$ cat config.mk
export PLATFORM = sky130hd
export DESIGN_NAME = bsb_stage
export DESIGN_NICKNAME = d
export VERILOG_FILES = /design/src/rtl/bsb_pkg.sv /design/src/rtl/bsb_block_mem.sv /design/src/rtl/bsb_ctrl.sv /design/src/rtl/bsb_stage.sv
export SDC_FILE = /design/constraint.sdc
export NUM_CORES = 1
export LEC_CHECK = 0
export ABC_AREA = 1
export BUFFER_PORTS_ARGS = -buffer_cell sky130_fd_sc_hd__buf_4
export CAP_MARGIN = 20
export CORE_MARGIN = 2
export CORE_UTILIZATION = 40
export CTS_CLUSTER_SIZE = 10
export DETAILED_ROUTE_END_ITERATION = 6
export PLACE_DENSITY = 0.57
export SLEW_MARGIN = 30
export SYNTH_ARGS = -nofsm -noshare
export SYNTH_HDL_FRONTEND = slang
export SYNTH_SLANG_ARGS = --single-unit
$ cat constraint.sdc
create_clock -name clk -period 3.1 [get_ports clk]
set_input_delay 0.31 -clock clk [delete_from_list [all_inputs] [get_ports clk]]
set_output_delay 0.31 -clock clk [all_outputs]
set_load 0.02 [all_outputs]
$ cat src/rtl/bsb_pkg.sv
package bsb_pkg;

    parameter int unsigned SMP_W = 16;

    typedef struct packed {
        logic [SMP_W-1:0] left;
        logic [SMP_W-1:0] right;
    } stereo_t;

    localparam int unsigned WORD_W = $bits(stereo_t);

    typedef enum logic [1:0] {
        ST_FILL  = 2'd0,
        ST_PEND  = 2'd1,
        ST_BURST = 2'd2
    } stage_e;

    function automatic stereo_t make_sample(logic [SMP_W-1:0] l, logic [SMP_W-1:0] r);
        stereo_t s;
        s.left  = l;
        s.right = r;
        return s;
    endfunction

endpackage

$ cat src/rtl/bsb_block_mem.sv
module bsb_block_mem
    import bsb_pkg::*;
#(
    parameter int unsigned WORDS = 16,
    localparam int unsigned IDX_W = $clog2(WORDS)
) (
    input  logic             clk,
    input  logic             we,
    input  logic [IDX_W-1:0] waddr,
    input  stereo_t          wdata,
    input  logic [IDX_W-1:0] raddr,
    output stereo_t          rdata
);

    stereo_t mem [WORDS];

    always_ff @(posedge clk) begin
        if (we) begin
            mem[waddr] <= wdata;
        end
    end

    assign rdata = mem[raddr];

endmodule

$ cat src/rtl/bsb_ctrl.sv
module bsb_ctrl
    import bsb_pkg::*;
#(
    parameter int unsigned WORDS = 16,
    localparam int unsigned IDX_W = $clog2(WORDS)
) (
    input  logic             clk,
    input  logic             rst,
    input  logic             in_valid,
    input  stereo_t          in_smp,
    input  logic             gnt,
    input  logic             err_ack,
    output logic             req,
    output logic             beat_valid,
    output logic             beat_last,
    output logic [IDX_W-1:0] beat_idx,
    output logic             mem_we,
    output logic [IDX_W-1:0] mem_waddr,
    output stereo_t          mem_wdata,
    output logic             err
);

    localparam logic [IDX_W-1:0] LAST_IDX = IDX_W'(WORDS - 1);

    stage_e           state_q;
    logic [IDX_W-1:0] fill_q;
    logic [IDX_W-1:0] beat_q;
    logic             hold_full_q;
    stereo_t          hold_q;
    logic             err_q;

    logic busy;
    logic done;
    logic err_hit;

    assign busy    = (state_q != ST_FILL);
    assign done    = (state_q == ST_BURST) && (beat_q == LAST_IDX);
    assign err_hit = busy && in_valid && hold_full_q;

    // storage write port: normal fill, or seed of the next block at burst end
    always_comb begin
        mem_we    = 1'b0;
        mem_waddr = fill_q;
        mem_wdata = in_smp;
        if (state_q == ST_FILL) begin
            mem_we = in_valid;
        end else if (done) begin
            mem_waddr = '0;
            if (hold_full_q) begin
                mem_we    = 1'b1;
                mem_wdata = hold_q;
            end else begin
                mem_we = in_valid;
            end
        end
    end

    always_ff @(posedge clk) begin
        if (rst) begin
            state_q     <= ST_FILL;
            fill_q      <= '0;
            beat_q      <= '0;
            hold_full_q <= 1'b0;
            hold_q      <= '0;
        end else begin
            case (state_q)
                ST_FILL: begin
                    if (in_valid) begin
                        if (fill_q == LAST_IDX) begin
                            fill_q  <= '0;
                            state_q <= ST_PEND;
                        end else begin
                            fill_q <= fill_q + 1'b1;
                        end
                    end
                end
                ST_PEND: begin
                    if (gnt) begin
                        state_q <= ST_BURST;
                        beat_q  <= '0;
                    end
                end
                ST_BURST: begin
                    if (done) begin
                        state_q <= ST_FILL;
                        fill_q  <= (hold_full_q || in_valid) ? IDX_W'(1) : '0;
                    end else begin
                        beat_q <= beat_q + 1'b1;
                    end
                end
                default: state_q <= ST_FILL;
            endcase

            if (done) begin
                hold_full_q <= 1'b0;
            end else if (busy && in_valid && !hold_full_q) begin
                hold_full_q <= 1'b1;
                hold_q      <= in_smp;
            end
        end
    end

    always_ff @(posedge clk) begin
        if (rst) begin
            err_q <= 1'b0;
        end else if (err_hit) begin
            err_q <= 1'b1;
        end else if (err_ack) begin
            err_q <= 1'b0;
        end
    end

    assign req        = (state_q == ST_PEND);
    assign beat_valid = (state_q == ST_BURST);
    assign beat_last  = done;
    assign beat_idx   = beat_q;
    assign err        = err_q;

endmodule

$ cat src/rtl/bsb_stage.sv
module bsb_stage
    import bsb_pkg::*;
#(
    parameter int unsigned BLOCK_BYTES = 64,
    localparam int unsigned WORDS = BLOCK_BYTES * 8 / WORD_W,
    localparam int unsigned IDX_W = $clog2(WORDS)
) (
    input  logic              clk,
    input  logic              rst,
    input  logic              smp_valid,
    input  logic [SMP_W-1:0]  smp_left,
    input  logic [SMP_W-1:0]  smp_right,
    output logic              bus_req,
    input  logic              bus_gnt,
    output logic              bus_wvalid,
    output logic [WORD_W-1:0] bus_wdata,
    output logic              bus_wlast,
    output logic              bw_err,
    input  logic              bw_err_ack
);

    stereo_t          in_smp;
    stereo_t          rd_smp;
    stereo_t          wr_smp;
    logic             we;
    logic [IDX_W-1:0] waddr;
    logic [IDX_W-1:0] raddr;

    assign in_smp = make_sample(smp_left, smp_right);

    bsb_ctrl #(.WORDS(WORDS)) u_ctrl (
        .clk        (clk),
        .rst        (rst),
        .in_valid   (smp_valid),
        .in_smp     (in_smp),
        .gnt        (bus_gnt),
        .err_ack    (bw_err_ack),
        .req        (bus_req),
        .beat_valid (bus_wvalid),
        .beat_last  (bus_wlast),
        .beat_idx   (raddr),
        .mem_we     (we),
        .mem_waddr  (waddr),
        .mem_wdata  (wr_smp),
        .err        (bw_err)
    );

    bsb_block_mem #(.WORDS(WORDS)) u_mem (
        .clk   (clk),
        .we    (we),
        .waddr (waddr),
        .wdata (wr_smp),
        .raddr (raddr),
        .rdata (rd_smp)
    );

    assign bus_wdata = rd_smp;

endmodule

==> flow_summary.json, run 1 <==
{
  "period_share_pct": 92.9,
  "switchingPower_mw": 3.24,
  "worst_slack_ns": 0.221,
  "start_kind": "flop",
  "cp-endpoint": "bus_wdata[17]",
  "nFillCells": 5543,
  "initial_core_util_pct": 40.3,
  "synth_edf_count": 512,
  "drc": 0,
  "place_congestion": 0.812,
  "status": "complete, no violations",
  "synthCells": 2439,
  "pwr-share-seq_pct": 52.5,
  "cp_slowest_cell": "buf_12",
  "yosysWarnings": 0,
  "synth-main-ff-cell": "edfxtp_1",
  "cts_tree": "built",
  "cts_made_buffers": 66,
  "worstPathMaxFanout": 166,
  "vias_per_cell": 5.04,
  "rsz0062_at_grt": "no",
  "reg2reg_setup_slack_ns": 0.45,
  "coreArea_mm2": 0.0601,
  "finalWirelength_um": 64600,
  "ff2ff_path_depth": 6,
  "cp_common_cell": "nand2_1",
  "gr-total-overflow": 0,
  "synth_cell_types": 25,
  "die_width_um": 250,
  "avgSynthCellArea_um2": 9.93,
  "max_freq_mhz": 347,
  "hpwl_um": 33100,
  "worstPathArrival_ns": 2.57,
  "num_antenna_cells": 0,
  "clk_pin_slew_worst_paths_ns": 0.05,
  "ios": 73,
  "numPortBuffers": 72,
  "wl_per_cell_um": 19.4,
  "nNetsFinal": 2565,
  "pre_cts_ws_ns": 0.454,
  "critPathMaxStageDelay_ns": 0.56,
  "power.leakage_nw": 11.8,
  "antenna_found_initial": 0,
  "drt_first_pass_iters": 5,
  "root_buffer": "clkbuf_16",
  "grt_pass1_vias": 16200,
  "power_switching_share_pct": 20.4,
  "die-area_mm2": 0.0625,
  "wl_met1_um": 29200,
  "fin_crit_ns": 2.88,
  "async_reset_ff_share_pct": 0,
  "row_count": 90,
  "track_usage_pct": 20.6,
  "cap_violations": 0,
  "drt_iter0_drc": 1629,
  "ys_seq_elements": 560,
  "post_cts_buffers": 0,
  "crit_chain": "buf_12 > nand2_1 > nand2_1 > nand2_1 > nand3_1 > nand3_1 > nand2_1 > buf_4",
  "cts.sinks": 560,
  "die_height_um": 250,
  "r2r_end": "u_mem.mem[8][19]",
  "syn_nets": 2478,
  "final-setup-viol-count": 0,
  "grt_pass1_wl_um": 97400,
  "final_antenna_net_count": 0,
  "hold_path.class": "input pin to flop",
  "cts_hold_buf": 32,
  "ctsResizeCount": 0,
  "clock_latency_ns": 0.59,
  "p_per_area_mw_per_mm2": 566,
  "pwr-share-comb_pct": 3.3,
  "area_growth_pct": 15.9,
  "wl_met2_um": 30200,
  "vdd_ir_drop_max_mv": 0.324,
  "cp_data_required_time_ns": 2.79,
  "met3_length_um": 4060,
  "crit_path_end_kind": "primary output",
  "drive_above_1_share_pct": 8.72,
  "drv_slew": 0,
  "holdWs_ns": 0.0217,
  "num_vias": 16800,
  "relSlewSlack_pct": 42.0,
  "htreeDepth": 3,
  "crit_type": "flop to primary output",
  "highest_layer": "met4",
  "p_clk_share_pct": 44.1,
  "hold_violations": 0,
  "fin_skew_ns": 0.0164,
  "synth-seq-area-share_pct": 67.5,
  "setup_tns_ns": 0,
  "synth_area_mm2": 0.0242,
  "max-clock-path-buffers": 3,
  "power.internal_mw": 12.6,
  "grt_max_degree": 167,
  "tightest_slew_ns": 0.870,
  "r2r_start": "u_ctrl.beat_idx[1]"
}
[sequential cells by signal, indices dropped and copies added, names as in the netlist, named ones only]
signal,flops
u_ctrl.fill_q,4
u_mem.mem,512
u_ctrl.err,1
u_ctrl.beat_idx,4
u_ctrl.hold_q,32
u_ctrl.hold_full_q,1
u_ctrl.state_q,2
[power by group through the flow]
stage	clock network, mW	registers (mW)	logic [mW]
after floorplan	0	8.50	0.243
after global placement	0	8.50	0.486
after detailed placement	0	8.50	0.497
after global routing	7.42	8.35	0.575
after CTS	7.14	8.35	0.531
final	7.01	8.35	0.527
[final cells by class]
cell class                 count  area, um^2  area share (%)
clock inverter                 3        17.5          0.0624
multi-input combinational   1346        5890            21.0
clock buffer                  95        1880            6.69
sequential                   560       16300            58.3
inverter                     404        1520            5.43
timing repair buffer         148        1430            5.09
tap                          782         978            3.49
[synth_stat cells, types with 4 or more instances]
cell type | n | share of area [%]
nand3_1 | 421 | 8.7
dfxtp_1 | 48 | 4.0
buf_2 | 69 | 1.4
clkbuf_1 | 36 | 0.56
inv_2 | 4 | 0.062
edfxtp_1 | 512 | 63
o21ai_0 | 8 | 0.17
a21oi_1 | 9 | 0.19
buf_4 | 4 | 0.12
buf_1 | 19 | 0.29
nand2_1 | 765 | 12
nor3_1 | 36 | 0.74
inv_1 | 400 | 6.2
nor2_1 | 65 | 1.0
o21ai_1 | 30 | 0.62
[kinds of logic (layout without fill, tap and decap cells)]
logic type / Yosys count / count (layout) / synth area share (%)
and+or+nand+nor: 1294 / 1294 / 22.7
xor gates and xnor gates: 1 / 1 / 0.0362
buffers and inverters: 533 / 650 / 8.71
AOI/OAI and AO/OA: 49 / 49 / 1.04
adders and majority gates: 2 / 2 / 0.103
DFF: 560 / 560 / 67.5
[worst min-delay path by stage]
stage,slack (ns),to,startpoint,depth (start not counted)
after global routing,0.02,u_ctrl.hold_q[21],smp_left[5],3
after floorplan,0.38,u_ctrl.err,rst,1
final,0.02,u_ctrl.hold_q[12],smp_right[12],3
after detailed placement,0.46,u_ctrl.err,u_ctrl.err,2
after CTS,0.001,u_ctrl.hold_q[12],smp_right[12],3
after global placement,0.46,u_ctrl.err,u_ctrl.err,2
[critical path, delay by kind of cell (launching register included)]
family,cells,cell delay (ns)
buffers and inverters,2,0.75
flip-flops,1,0.40
AND/OR/NAND/NOR,6,0.68
[cell usage in the layout (no fill, tap or decap)]
cell type	n
o21ai_2	1
nor2_4	18
clkbuf_8	1
nand3_1	421
nand2_1	765
inv_2	3
nand3_4	1
a21oi_1	9
inv_4	1
inv_6	2
clkinv_2	1
xor2_1	1
buf_6	1
ha_1	2
nand3_2	1
inv_1	398
edfxtp_1	512
clkbuf_16	71
buf_4	97
dfxtp_4	2
clkinv_1	2
o21ai_1	30
dfxtp_1	44
nor2_1	49
buf_16	1
o21ai_0	8
clkbuf_1	23
dfxtp_2	2
nand2_2	2
nor2_8	1
nor3_1	36
a211oi_1	1
dlygate4sd3_1	32
buf_12	17
[metrics by stage]
stage	area, um^2	instances	util, %	power [mW]
final	28100	3338	46.7	15.9
after global routing	28100	3338	46.7	16.3
after CTS	28000	3337	46.6	16.0
after detailed placement	25800	3207	42.9	9.00
after global placement	25800	3207	42.9	8.99
after floorplan	24200	2439	-	8.74
[routing by layer]
layer,GRT usage [%],up-vias
met5,0,-
met4,5.73,0
met3,2.54,94
met2,34.1,583
met1,28.7,8091
li1,-,8052
Power figures use the tool's default switching activity.
==> run 2: changes to the inputs <==
CORE_ASPECT_RATIO = 0.5   (was default)
SYNTH_HIERARCHICAL = 1   (was default)
==> run 2 against run 1 <==
  * Register-to-register slack worse by 0.13 ns
  * Global-route usage down 0.39 points
  * Maximum frequency fell by 3.1%
  * Worst hold slack better by 0.017 ns
  * Synthesized cell count is 0.12% lower
  * Clock skew is 0.0042 ns higher
  * Critical path type unchanged
  * Largest power group unchanged
==> flow_summary.json, run 2 <==
{
  "status": "complete, no violations",
  "pwr-share-seq_pct": 54.8,
  "synth-main-ff-cell": "edfxtp_1",
  "vdd_ir_drop_max_mv": 0.388,
  "power.leakage_nw": 11.7,
  "fin_skew_ns": 0.0205,
  "num_vias": 16600,
  "post-route-cell-area_mm2": 0.0280,
  "rsz0062_at_grt": "yes",
  "finalNonFillerCells": 3374,
  "nNetsFinal": 2575,
  "cts.sinks": 556,
  "drt_first_pass_iters": 5,
  "setup_tns_ns": 0,
  "avgSynthCellArea_um2": 9.98,
  "drive_above_1_share_pct": 8.98,
  "synth_area_mm2": 0.0243,
  "die_width_um": 353,
  "numPortBuffers": 72,
  "largest_reg_flops": 512,
  "synth_edf_count": 512,
  "synth_top_area_share_pct": 63.3,
  "r2r_end": "u_mem/mem[0][28]",
  "synth_cell_types": 25,
  "dp_cells": 3246,
  "min_path_cells": 3,
  "p_clk_share_pct": 42.3,
  "cap_violations": 0,
  "synth-seq-area-share_pct": 66.9,
  "final-setup-viol-count": 0,
  "cp_data_required_time_ns": 2.79,
  "async_reset_ff_share_pct": 0,
  "tightest_slew_ns": 0.898,
  "switchingPower_mw": 3.07,
  "place_congestion": 0.804,
  "drc": 0,
  "area_growth_pct": 15.0,
  "reg2reg_setup_slack_ns": 0.32,
  "holdWs_ns": 0.0385,
  "ios": 73,
  "postPlaceCellArea_mm2": 0.0258,
  "pwr-share-comb_pct": 3.0,
  "r2r_start": "u_ctrl/beat_idx[1]",
  "antenna_found_initial": 2,
  "worstPathArrival_ns": 2.66,
  "hpwl_um": 34000,
  "final_common_cell": "nand2_1",
  "synthCells": 2436,
  "yosysTopAreaCell": "edfxtp_1",
  "power_switching_share_pct": 20.4,
  "grt_pass1_vias": 15500,
  "clock_latency_ns": 0.60,
  "relSlewSlack_pct": 40.0,
  "final_core_util_pct": 46.9,
  "drv_slew": 0,
  "period_share_pct": 95.8,
  "drt_iter0_drc": 1759,
  "cts_tree": "built",
  "ys_seq_elements": 556,
  "fin_crit_ns": 2.97,
  "ff2ff_path_depth": 7,
  "p_per_area_mw_per_mm2": 539,
  "max_freq_mhz": 337,
  "cts_made_buffers": 61,
  "clk_pin_slew_worst_paths_ns": 0.06,
  "hold_violations": 0,
  "reg_top3": "u_mem/mem x512, u_ctrl/hold_q x32",
  "start_kind": "flop",
  "vias_per_cell": 4.92,
  "htreeDepth": 2,
  "synth_area_leaders": "edfxtp_1, nand2_1, nand3_1",
  "root_buffer": "clkbuf_16",
  "track_usage_pct": 20.2,
  "layout_common_cells": "nand2_1, edfxtp_1, nand3_1, inv_1, buf_4",
  "gr-total-overflow": 0,
  "initial_core_util_pct": 40.7,
  "min_to": "u_ctrl/fill_q[1]",
  "final_antenna_net_count": 0,
  "finalWirelength_um": 64400,
  "hold_path.class": "input pin to flop",
  "yosys.cell_count.top_type": "nand2_1",
  "grt_max_degree": 132,
  "wl_per_cell_um": 19.1,
  "row_count": 63,
  "die-area_mm2": 0.0629,
  "ys_top_cells_by_count": "nand2_1, edfxtp_1, nand3_1",
  "yosysWarnings": 6,
  "die_height_um": 178,
  "coreArea_mm2": 0.0597,
  "regMostFlops": "u_mem/mem",
  "crit_type": "flop to primary output",
  "max-clock-path-buffers": 3,
  "syn_nets": 2475,
  "grt_pass1_wl_um": 95800,
  "power.internal_mw": 12.0,
  "worstPathMaxFanout": 106,
  "crit_path_end_kind": "primary output",
  "min_from": "smp_valid"
}
==> run 2: worst max-delay path by stage <==
| stage | slack, ns | endpoint | depth (start not counted) | start |
|---|---|---|---|---|
| 2_1_floorplan | -0.26 | u_mem/mem[12][0] | 7 | u_ctrl/beat_idx[0] |
| 3_3_place_gp | 0.30 | u_mem/mem[15][26] | 8 | u_ctrl/beat_idx[0] |
| 3_5_place_dp | 0.26 | u_mem/mem[15][26] | 8 | u_ctrl/beat_idx[0] |
| 4_1_cts | 0.03 | bus_wdata[5] | 8 | u_ctrl/beat_idx[0] |
| 5_1_grt | -0.03 | bus_wdata[5] | 8 | u_ctrl/beat_idx[0] |
| 6_report | 0.13 | bus_wdata[5] | 8 | u_ctrl/beat_idx[0] |
==> run 2: area by class of cell <==
cell class | count | area (um^2)
clock buffer | 87 | 1660
fill | 5426 | 31700
multi-input combinational | 1348 | 5840
inverter | 406 | 1530
clock inverter | 1 | 16.3
tap | 812 | 1020
timing repair buffer | 163 | 1630
antenna | 1 | 2.50
sequential | 556 | 16300
==> run 2: what timing repair did <==
item,CTS,global route
endpoints found under the hold margin,38,0
cloned,1,1
gates resized for setup,3,8
setup endpoints to repair,10,57
pin swaps,0,1
setup buffers,0,2
hold buffers,35,0
==> run 2: stage by stage <==
step           setup WS (ns)  power (mW)
2_1_floorplan         -0.265        8.59
3_5_place_dp           0.258        8.81
6_report               0.130        15.1
3_3_place_gp           0.298        8.81
5_1_grt              -0.0268        15.5
4_1_cts               0.0281        15.2
==> run 2: per-layer routing <==
metal  up-vias  part of all wire, %  track usage, %  wire length, um
li1       8027                    -               -                -
met1      7966                   48            30.2            30700
met2       543                   43            30.7            27800
met3        71                  7.5            3.70             4820
met4         0                  1.5            4.34              983
met5         -                    0               0                0
==> run 2: power groups by stage <==
stage | registers [mW] | clock network (mW) | logic [mW]
after floorplan | 8.40 | 0 | 0.190
after global placement | 8.40 | 0 | 0.407
after detailed placement | 8.40 | 0 | 0.410
after CTS | 8.25 | 6.48 | 0.445
after global routing | 8.25 | 6.77 | 0.486
final | 8.25 | 6.37 | 0.447
==> run 2: kinds of logic after synthesis <==
kind of cell	share of synthesized area, %
AOI/OAI and AO/OA	0.999
adders and majority gates	0.103
buffers and inverters	9.65
DFF	66.9
and+or+nand+nor	22.4
==> run 2: worst max-delay path: stages, from the launching register on <==
cell and delay [ns]:
dfxtp_4 0.37, buf_16 0.29, buf_16 0.41, nand2_1 0.11, nand3_1 0.12, nand3_1 0.17
nand3_1 0.16, nand2_1 0.10, buf_4 0.17
==> run 3: changes to the inputs <==
REMOVE_ABC_BUFFERS = 1   (was default)
==> run 3 against run 2 <==
  * Sequential power about the same
  * Final cell count is 0.89% higher
  * Utilization grew 0.20 points
  * Power is 1.5% higher
  * Maximum frequency up 0.47%
  * Critical path depth up 1
  * Non-clock buffer count is 4 higher
  * Global-route usage shrank 0.58 points
  * Worst hold slack lost 0.0016 ns
  * Sequential share of layout area fell by 0.24 points
  * Critical endpoint is now bus_wdata[11]
  * Critical path type unchanged
==> flow_summary.json, run 3 (synthesized netlist as in run 2, its figures left out) <==
{
  "hold_violations": 0,
  "nNetsFinal": 2579,
  "row_count": 63,
  "period_share_pct": 95.4,
  "post_cts_buffers": 0,
  "die-area_mm2": 0.0629,
  "layout_common_cells": "nand2_1, edfxtp_1, nand3_1, inv_1, buf_4",
  "reg_top3": "u_mem/mem x512, u_ctrl/hold_q x32",
  "vdd_ir_drop_max_mv": 0.457,
  "cp_common_cell": "nand3_1",
  "final_antenna_net_count": 0,
  "hpwl_um": 32300,
  "tightest_slew_ns": 0.787,
  "nFillCells": 5521,
  "num_vias": 16800,
  "pre_cts_ws_ns": 0.362,
  "drc": 0,
  "clock_latency_ns": 0.60,
  "critPathMaxStageDelay_ns": 0.39,
  "area_growth_pct": 15.5,
  "coreArea_mm2": 0.0597,
  "initial_core_util_pct": 40.7,
  "numPortBuffers": 72,
  "max-clock-path-buffers": 3,
  "crit_type": "flop to primary output",
  "drt_iter0_drc": 1609,
  "worstPathMaxFanout": 66,
  "crit_family": "buffers and inverters",
  "cts_made_buffers": 61,
  "final-setup-viol-count": 0,
  "track_usage_pct": 19.6,
  "htreeDepth": 2,
  "cts.sinks": 556,
  "gr-total-overflow": 0,
  "relSlewSlack_pct": 47.5,
  "reg2reg_setup_slack_ns": 0.19,
  "ios": 73,
  "fin_crit_ns": 2.96,
  "cp_data_required_time_ns": 2.79,
  "crit_path_end_kind": "primary output",
  "regMostFlops": "u_mem/mem",
  "final_core_util_pct": 47.1,
  "vias_per_cell": 4.93,
  "root_buffer": "clkbuf_16",
  "start_kind": "flop",
  "crit_chain": "buf_16 > inv_4 > buf_16 > buf_8 > nand3_1 > nand3_1 > nand3_1 > nand2_1 > buf_4",
  "drt_first_pass_iters": 6,
  "grt_pass1_wl_um": 94000,
  "power.leakage_nw": 11.7,
  "wl_per_cell_um": 18.7,
  "cts_tree": "built",
  "grt_max_degree": 132,
  "die_height_um": 178,
  "num_antenna_cells": 0,
  "crit_buf_inv": 5,
  "finalWirelength_um": 63500,
  "cp_slowest_cell": "dfxtp_4",
  "final_common_cell": "nand2_1",
  "holdWs_ns": 0.0369,
  "cap_violations": 0,
  "clk_pin_slew_worst_paths_ns": 0.06,
  "antenna_found_initial": 1,
  "rsz0062_at_grt": "no",
  "status": "complete, no violations",
  "worst_slack_ns": 0.144,
  "p_per_area_mw_per_mm2": 544,
  "die_width_um": 353,
  "fin_skew_ns": 0.0203,
  "drv_slew": 0,
  "grt_pass1_vias": 15800,
  "largest_reg_flops": 512,
  "place_congestion": 0.770,
  "hold_path.class": "input pin to flop",
  "drive_above_1_share_pct": 8.95,
  "max_freq_mhz": 338,
  "worstPathArrival_ns": 2.65
}
==> run 3: final timing paths <==
check | startpoint | end | cells after the start
hold / removal | smp_valid | u_ctrl/fill_q[1] | 3
hold reg to reg | u_ctrl/err | u_ctrl/err | 2
setup / recovery | u_ctrl/beat_idx[1] | bus_wdata[11] | 9
setup reg to reg | u_ctrl/beat_idx[1] | u_mem/mem[14][24] | 8
==> run 3: worst min-delay path: stages <==
cell and delay [ns]:
buf_4 0.13, nand3_1 0.07, a21oi_1 0.06
==> run 3: area by class of cell <==
type                    count  area (um^2)  share of cell area [%]
clock buffers             114         1770                    6.30
multi-input cells        1348         5830                    20.8
flip-flops and latches    556        16300                    57.9
repair buffers            167         1640                    5.85
well taps                 812         1020                    3.62
inverters                 406         1550                    5.50
clock inverters             1         8.76                  0.0312
==> run 3: what timing repair did <==
item	CTS	global route
setup endpoints to repair	17	18
pin swaps	0	0
gates resized for setup	3	8
hold endpoints to repair	38	0
hold buffers	35	0
cloned	0	3
==> run 3: where the power goes <==
group	internal, mW	switching (mW)	leakage [nW]
logic	0.137	0.283	5.91
registers	8.23	0.0105	4.97
clock network	3.78	2.83	0.841
total	12.2	3.13	11.7
==> run 3: metal layers <==
metal | vias up | part of all wire (%) | global-route usage (%)
met5 | - | 0 | 0
met4 | 0 | 1.7 | 4.38
met3 | 84 | 7.1 | 2.96
met2 | 542 | 45 | 31.4
met1 | 8091 | 46 | 28.5
li1 | 8067 | - | -
==> run 3: metrics by stage <==
stage	std cells	instance area [um^2]	setup TNS [ns]	power, mW
2_1_floorplan	2310	23500	-4953.29	8.59
5_1_grt	3404	28100	0	15.7
6_report	3404	28100	0	15.3
3_3_place_gp	3251	25800	0	8.78
4_1_cts	3401	28000	-0.0576	15.4
3_5_place_dp	3251	25800	0	8.79
